### src/rtl/ones_alarm_pkg.sv
package ones_alarm_pkg;

    localparam int unsigned DEF_ZERO_THRESH = 3;
    localparam int unsigned DEF_WIN_PERIODS = 2;

    typedef struct packed {
        logic restart;
        logic close;
    } win_evt_t;

    function automatic int unsigned width_for(int unsigned maxval);
        return (maxval < 2) ? 1 : $clog2(maxval + 1);
    endfunction

endpackage

### src/rtl/oad_strobe_edge.sv
module oad_strobe_edge (
    input  logic clk,
    input  logic rst,
    input  logic strobe_i,
    output logic edge_o
);
    logic strobe_q;

    always_ff @(posedge clk) begin
        if (rst) strobe_q <= 1'b0;
        else     strobe_q <= strobe_i;
    end

    assign edge_o = strobe_i & ~strobe_q;
endmodule

### src/rtl/oad_window_seq.sv
module oad_window_seq
    import ones_alarm_pkg::*;
#(
    parameter int unsigned WIN_PERIODS = DEF_WIN_PERIODS
) (
    input  logic     clk,
    input  logic     rst,
    input  logic     edge_i,
    output logic     armed_o,
    output win_evt_t evt_o
);
    localparam int unsigned PW = width_for(WIN_PERIODS - 1);

    logic armed_q;
    logic last_period;

    generate
        if (WIN_PERIODS == 1) begin : g_single
            assign last_period = 1'b1;
        end else begin : g_multi
            logic [PW-1:0] pcnt_q;
            assign last_period = (pcnt_q == PW'(WIN_PERIODS - 1));
            always_ff @(posedge clk) begin
                if (rst) begin
                    pcnt_q <= '0;
                end else if (edge_i) begin
                    if (!armed_q || last_period) pcnt_q <= '0;
                    else                         pcnt_q <= pcnt_q + 1'b1;
                end
            end
        end
    endgenerate

    always_ff @(posedge clk) begin
        if (rst)         armed_q <= 1'b0;
        else if (edge_i) armed_q <= 1'b1;
    end

    always_comb begin
        evt_o.close   = edge_i & armed_q & last_period;
        evt_o.restart = edge_i & (~armed_q | last_period);
    end

    assign armed_o = armed_q;
endmodule

### src/rtl/oad_zero_count.sv
module oad_zero_count
    import ones_alarm_pkg::*;
#(
    parameter int unsigned ZERO_THRESH = DEF_ZERO_THRESH,
    localparam int unsigned ZW = width_for(ZERO_THRESH)
) (
    input  logic          clk,
    input  logic          rst,
    input  logic          zero_i,
    input  logic          restart_i,
    output logic [ZW-1:0] count_o,
    output logic [ZW-1:0] total_o
);
    localparam logic [ZW-1:0] CAP = ZW'(ZERO_THRESH);

    logic [ZW-1:0] cnt_q;
    logic          at_cap;

    assign at_cap = (cnt_q == CAP);

    always_comb begin
        if (at_cap || !zero_i) total_o = cnt_q;
        else                   total_o = cnt_q + 1'b1;
    end

    always_ff @(posedge clk) begin
        if (rst)                  cnt_q <= '0;
        else if (restart_i)       cnt_q <= '0;
        else if (zero_i && !at_cap) cnt_q <= cnt_q + 1'b1;
    end

    assign count_o = cnt_q;
endmodule

### src/rtl/ones_alarm_detect.sv
module ones_alarm_detect
    import ones_alarm_pkg::*;
#(
    parameter int unsigned ZERO_THRESH = DEF_ZERO_THRESH,
    parameter int unsigned WIN_PERIODS = DEF_WIN_PERIODS
) (
    input  logic clk,
    input  logic rst,
    input  logic bit_in,
    input  logic bit_vld,
    input  logic strobe,
    output logic alarm
);
    localparam int unsigned ZW = width_for(ZERO_THRESH);

    logic          bnd_edge;
    logic          armed;
    win_evt_t      win_evt;
    logic          zero_now;
    logic [ZW-1:0] zero_cnt;
    logic [ZW-1:0] zero_total;
    logic          alarm_q;

    oad_strobe_edge u_edge (
        .clk      (clk),
        .rst      (rst),
        .strobe_i (strobe),
        .edge_o   (bnd_edge)
    );

    oad_window_seq #(.WIN_PERIODS(WIN_PERIODS)) u_seq (
        .clk     (clk),
        .rst     (rst),
        .edge_i  (bnd_edge),
        .armed_o (armed),
        .evt_o   (win_evt)
    );

    assign zero_now = bit_vld & ~bit_in & armed;

    oad_zero_count #(.ZERO_THRESH(ZERO_THRESH)) u_cnt (
        .clk       (clk),
        .rst       (rst),
        .zero_i    (zero_now),
        .restart_i (win_evt.restart),
        .count_o   (zero_cnt),
        .total_o   (zero_total)
    );

    always_ff @(posedge clk) begin
        if (rst)                alarm_q <= 1'b0;
        else if (win_evt.close) alarm_q <= (zero_total < ZW'(ZERO_THRESH));
    end

    assign alarm = alarm_q;
endmodule

### config.mk
export PLATFORM = sky130hd
export DESIGN_NAME = ones_alarm_detect
export DESIGN_NICKNAME = d
export VERILOG_FILES = /design/src/rtl/ones_alarm_pkg.sv /design/src/rtl/oad_strobe_edge.sv /design/src/rtl/oad_window_seq.sv /design/src/rtl/oad_zero_count.sv /design/src/rtl/ones_alarm_detect.sv
export SDC_FILE = /design/constraint.sdc
export NUM_CORES = 1
export LEC_CHECK = 0
export ABC_AREA = 1
export BUFFER_PORTS_ARGS = -buffer_cell sky130_fd_sc_hd__buf_4
export CELL_PAD_IN_SITES_DETAIL_PLACEMENT = 2
export CELL_PAD_IN_SITES_GLOBAL_PLACEMENT = 2
export CORE_AREA = 4 4 41 43
export CTS_CLUSTER_DIAMETER = 60
export DETAILED_ROUTE_END_ITERATION = 10
export DIE_AREA = 0 0 45 47
export GPL_TIMING_DRIVEN = 0
export PLACE_DENSITY_LB_ADDON = 0.3
export SLEW_MARGIN = 10
export SYNTH_ARGS = -nofsm -noshare
export SYNTH_HDL_FRONTEND = slang
export SYNTH_HIERARCHICAL = 1
export SYNTH_SLANG_ARGS = --single-unit
### constraint.sdc
create_clock -name clk -period 1.3 [get_ports clk]
set_clock_uncertainty 0.2 [all_clocks]
set_input_delay 0.195 -clock clk [delete_from_list [all_inputs] [get_ports clk]]
set_output_delay 0.195 -clock clk [all_outputs]
set_load 0.05 [all_outputs]
# After elaboration in Yosys (flattened, before gate mapping)
# Index checks and enable logic that the tools add are counted.
op_classes:
  n_mux: 2
  n_reduce_logical: 7
  bitwise_logic: 10
  n_eq_ne: 1
  addsub: 2
  n_lt_le_gt_ge: 1
ops:
  columns: ["operator", "n"]
  rows:
  - ["1-bit bitwise AND", 6]
  - ["1-bit logical NOT", 3]
  - ["1-bit inverter", 3]
  - ["2-bit by 1-bit adder with 2-bit output (second input constant)", 1]
  - ["2-bit equality test (second input constant)", 1]
  - ["1-bit logical OR", 2]
  - ["2-bit < comparator (second input constant)", 1]
  - ["2-bit 2-to-1 mux", 1]
  - ["2-bit OR reduction", 1]
  - ["1-bit adder (second input constant)", 1]
  - ["1-bit logical AND", 1]
  - ["1-bit 2-to-1 mux", 1]
  - ["1-bit bitwise OR", 1]
word_totals:
  register_bits: 6
  out_inout_bits: 1
  wordCells: 28
  inputBits: 5

# Depth between registers and ports, before layout
depth:
  ltp_word: 7
  depth_mapped: 9
  depth_no_buf: 9

# Modules after synthesis
# Netlist, hierarchy kept.
modules_own_cells:
  columns: ["module", "seq_area_each_um2", "n_inst", "cells_each", "area_each_um2"]
  rows:
  - ["oad_zero_count", 40.0, 1, 19, 117.6]
  - ["oad_window_seq", 40.0, 1, 11, 82.6]
  - ["ones_alarm_detect", 20.0, 1, 9, 51.3]
  - ["oad_strobe_edge", 20.0, 1, 4, 31.3]

# Worst setup path after synthesis
# Ideal clock, no wire load.
synth_timing:
  path_kind: "register -> register"
  start: "register u_cnt.cnt_q[0], in the netlist u_cnt/count_o[0]"
  end: "register alarm_q, in the netlist alarm"
  period_less_slack_ps: 1229
  setup_time_ps: 116
  required_time_ps: 984
  t_arrival_ps: 912
  path_stages_with_launch: 10
  path_buffers: 0
  path_slack_ps: 71
  path_cell_list: "dfxtp_1 ha_1 inv_2 nand2_1 nand2_1 nand2_1 inv_1 nand2_1 nor2_1 nor2_1"
synth_between:
  elab_chain_cells: 4
  word_cells_on_any_way: 5
  classes_between: "add/sub (1); order compare (1); eq/ne (1); mux (1); reduce/logical (1)"
synth_lines:
  columns: ["element", "line_no", "rtl"]
  rows:
  - ["start: declaration", "oad_zero_count.sv:16", "logic [ZW-1:0] cnt_q;"]
  - ["start signal: assignment", "oad_zero_count.sv:29", "else if (zero_i && !at_cap) cnt_q <= cnt_q + 1'b1;"]
  - ["branches (longest 2 deep; another with 2-bit by 1-bit adder with 2-bit output)", null, null]
  - ["2-bit 2-to-1 mux *", "oad_zero_count.sv:22", "if (at_cap || !zero_i) total_o = cnt_q;"]
  - ["via zero_total[0]", "ones_alarm_detect.sv:21", "logic [ZW-1:0] zero_total;"]
  - ["2-bit < comparator *", "ones_alarm_detect.sv:52", "else if (win_evt.close) alarm_q <= (zero_total < ZW'(ZERO_THRESH));"]
  - ["end signal: assignment", "ones_alarm_detect.sv:52", null]
  - ["end: declaration", "ones_alarm_detect.sv:22", "logic alarm_q;"]
# Mark *: on every way through the listed nets, which the timed path passes.
# A chain may end at the register's enable or synchronous reset.

# Final worst setup path
layout_timing:
  start: "register u_cnt.cnt_q[1], in the netlist u_cnt/count_o[1]"
  end: "register alarm_q, in the netlist alarm"
layout_between:
  elab_chain_cells: 4
  word_cells_on_any_way: 5
  classes_between: "add/sub (1); order compare (1); eq/ne (1); mux (1); reduce/logical (1)"
layout_lines:
  columns: ["element", "line_no", "rtl"]
  rows:
  - ["2-bit equality test", "oad_zero_count.sv:19", "assign at_cap = (cnt_q == CAP);"]
  - ["1-bit logical OR", "oad_zero_count.sv:22", null]
  - ["2-bit 2-to-1 mux", "oad_zero_count.sv:22", null]
  - ["via zero_total[0]", "ones_alarm_detect.sv:21", null]
  - ["2-bit < comparator", "ones_alarm_detect.sv:52", null]
# The timed path passes the listed nets, and every way through them passes these cells.

==> flow_metrics.py <==
metrics = {
    "clocking": {
        "ctsLongestPathBuffers": 2,
        "clk_latency_ps": 250,
        "clock_tree.htree_level_count": 1,
        "cts.sink_count": 6,
        "tritoncts": "yes",
        "cts-buffers-inserted": 3,
        "cts.reportedPaths.clkPinSlew_ps": 40,
        "cts_root_buffer": "clkbuf_4",
    },
    "synthesis": {
        "synth_seq_area_share_pct": 42.5,
        "library_cell_with_the_largest_summed_area_after_synthesis": "dfxtp_1",
        "synth.ff_latch_count": 6,
        "syn-cell-area_um2": 283,
        "synth_largest_type_area_fraction_pct": 42.5,
        "yosysWarnings": 6,
        "synthesis.instances": 43,
        "post_synth_main_area_contributors": "dfxtp_1 (42%), nor2_1 (13%), nand2_1 (12%)",
        "netlist-cell-type-count": 13,
        "synthesis.nets": 49,
        "postSynthAreaPerCell_um2": 6.58,
    },
    "global_route": {
        "track_usage_pct": 8.77,
        "gr-usage-met1_pct": 7.50,
        "busiest_layer": "met2",
        "antenna_found_initial": 0,
        "grt_pass1_wl_um": 1210,
        "first_global_vias": 330,
        "global_route.usage.met3_pct": 6.90,
        "grt_overflow": 0,
        "grt.met2_usage_pct": 15.3,
        "grt_max_degree": 6,
    },
    "critical_path": {
        "crit_slowest_cell": "dfxtp_2",
        "crit_path_cell_trace": "ha_4 > inv_4 > nand2_2 > nand2_2 > nand2_2 > inv_2 > nand2_2 > nor2_2 > nor2_1",
        "critical_path_class": "reg -> reg",
        "cp-end-kind": "flop",
        "cpPeakStageDelay_ps": 330,
        "r2r-start": "u_cnt/count_o[1]",
        "worst-endpoint-arrival_ps": 1220,
        "path_delay_family": "simple AND/OR/NAND/NOR gates",
        "crit_path_start_kind": "flop",
        "timing.critical_path.required_ps": 1230,
        "r2r.worst_path.cells": 9,
        "path_buf_inv": 2,
        "regToRegSetupSlack_ps": 10,
        "timing.rr.end": "alarm",
        "cp_common_cell": "nand2_2",
        "critical_path_peak_fanout": 3,
    },
    "routing": {
        "wire_per_inst_um": 10.6,
        "drt_drc_violations_left": 0,
        "postRouteWirelength_um": 765,
        "dr_total_vias": 313,
        "vias_per_cell": 4.35,
        "drt_pass1_iterations": 1,
        "drt_first_iter_violations": 0,
        "antenna_violating_nets_post_route": 0,
    },
    "sta": {
        "worstMarginPinSlew_ps": 162,
        "rsz0062_at_grt": "yes",
        "timing.slew.headroom_pct": 89.2,
        "final_max_slew_viol_count": 0,
        "finalSetupViolations": 0,
        "timing.final.crit_share_pct": 99.1,
        "time_the_final_worst_path_needs_with_i_o_delays_and_setup_ps": 1290,
        "post-route-worst-setup-slack_ps": 11.7,
        "hold_violations": 0,
        "max_freq_mhz": 776,
    },
    "placement": {
        "count_of_input_and_output_buffers": 5,
        "dpl.cell_count": 63,
        "routabilityCongestion": 0.650,
        "pre_cts_ws_ps": -97.0,
        "hpwlAfterDp_um": 507,
    },
    "die": {
        "initial_core_utilization_pct": 21.7,
        "die_height_um": 47,
        "ioPinCount": 6,
        "die-area_um2": 2120,
        "core_um2": 1300,
        "chipWidth_um": 45,
        "rows": 13,
    },
    "layout": {
        "synthToLayoutAreaGrowth_pct": 68.6,
        "antenna_diodes": 0,
        "drive_above_1_share_pct": 59.6,
        "layout.cells.non_filler": 72,
        "final_net_count": 65,
    },
    "power_and_ir_drop": {
        "power_switching_share_pct": 24.6,
        "share_comb_of_total_power_pct": 16.7,
        "clock_power_share_pct": 38.6,
        "p_leak_nw": 0.216,
        "seq_power_share_pct": 44.7,
        "p_total_mw": 0.447,
        "power.ir.vdd_worst_v": 0.000553,
        "power_report.internal_total_mw": 0.337,
        "power.density_nw_per_um2": 937,
        "p_switching_mw": 0.110,
    },
    "min_path": {
        "whs_endpoint": "u_cnt/count_o[0]",
        "min-delay-start": "bit_in",
        "hold_path.class": "in -> reg",
        "min_path_cells": 6,
    },
    "run_status": {
        "status": "completed",
    },
    "run": {
        "maxCapViolCount": 0,
    },
}
state kept, by name, summed over array words and instances, names as in the netlist:
| signal | flops |
|---|---|
| u_cnt/count_o | 2 |
| alarm | 1 |
| u_edge/strobe_q | 1 |
| u_seq/armed_o | 1 |
| u_seq/g_multi.pcnt_q | 1 |
through the flow:
step | area, um2 | setup TNS [ps] | utilization [%] | hold slack (ps)
floorplan | 283 | 0 | - | 67.4
detailed placement | 339 | -97.0 | 26.1 | 203
CTS | 420 | -33.9 | 32.3 | 127
finish | 477 | 0 | 36.6 | 156
global placement | 339 | -80.3 | 26.1 | 204
global route | 477 | -74.7 | 36.6 | 181
logic make-up after synthesis:
logic type | Yosys count | synth area share [%]
and+or+nand+nor | 24 | 35.4
buffers and inverters | 10 | 13.3
DFF | 6 | 42.5
AOI/OAI and AO/OA | 2 | 4.42
adders and majority gates | 1 | 4.42
worst max-delay path by stage:
stage,endpoint,slack [ps],cells past startpoint,startpoint
global route,alarm,-70,9,u_cnt/count_o[0]
floorplan,alarm,70,9,u_cnt/count_o[0]
detailed placement,alarm,-100,9,u_seq/armed_o
global placement,alarm,-80,9,u_seq/armed_o
finish,alarm,10,9,u_cnt/count_o[1]
CTS,alarm,-30,9,u_cnt/count_o[1]
synthesized netlist by cell type:
cell type	count
inv_2	1
ha_1	1
nor2_2	1
nand3_1	2
o21bai_1	1
or2_1	1
clkinv_1	1
inv_1	8
nor2_1	10
dfxtp_1	6
o21ai_0	1
nand2_1	9
nand2_2	1
tightest hold or removal path: stages:
cell and delay (ps):
buf_4 90, nor2_4 40, nand2_2 80, nand2_2 50, nand2_2 70, nor2_1 40
per-layer routing:
metal / vias up / wire length [um]
met5: - / 0
met2: 7 / 445
li1: 153 / -
met1: 150 / 253
met3: 3 / 54
met4: 0 / 10
power groups by stage:
| stage | logic (mW) | clock network, mW | registers (mW) |
|---|---|---|---|
| after floorplan | 0.0279 | 0 | 0.202 |
| after global placement | 0.0466 | 0 | 0.201 |
| after detailed placement | 0.0483 | 0 | 0.202 |
| after CTS | 0.0644 | 0.186 | 0.198 |
| after global routing | 0.0849 | 0.197 | 0.200 |
| final | 0.0746 | 0.172 | 0.200 |
cell usage in the layout (no fill, tap or decap), types with 2 or more instances in the layout:
master / netlist / layout
inv_2: 1 / 2
buf_4: 0 / 8
nor2_1: 10 / 7
dfxtp_1: 6 / 3
dfxtp_2: 0 / 3
clkbuf_4: 0 / 3
nor2_2: 1 / 3
nand3_2: 0 / 2
nand2_2: 1 / 8
dlygate4sd3_1: 0 / 2
nand2_1: 9 / 2
inv_1: 8 / 6
what timing repair did:
action,4_1_cts,5_1_grt
setup endpoints to repair,1,2
gates resized for setup,7,16
hold buffers,2,0
setup buffers,3,1
pin swaps,8,8
endpoints found under the hold margin,2,0
layout make-up:
class | count | area (um2)
fill | 154 | 825
multi-input combinational | 27 | 180
sequential | 6 | 124
timing repair buffer | 11 | 91.3
inverter | 10 | 40.0
clock buffer | 3 | 22.5
tap | 15 | 18.8
(Power assumes the default switching activity.)
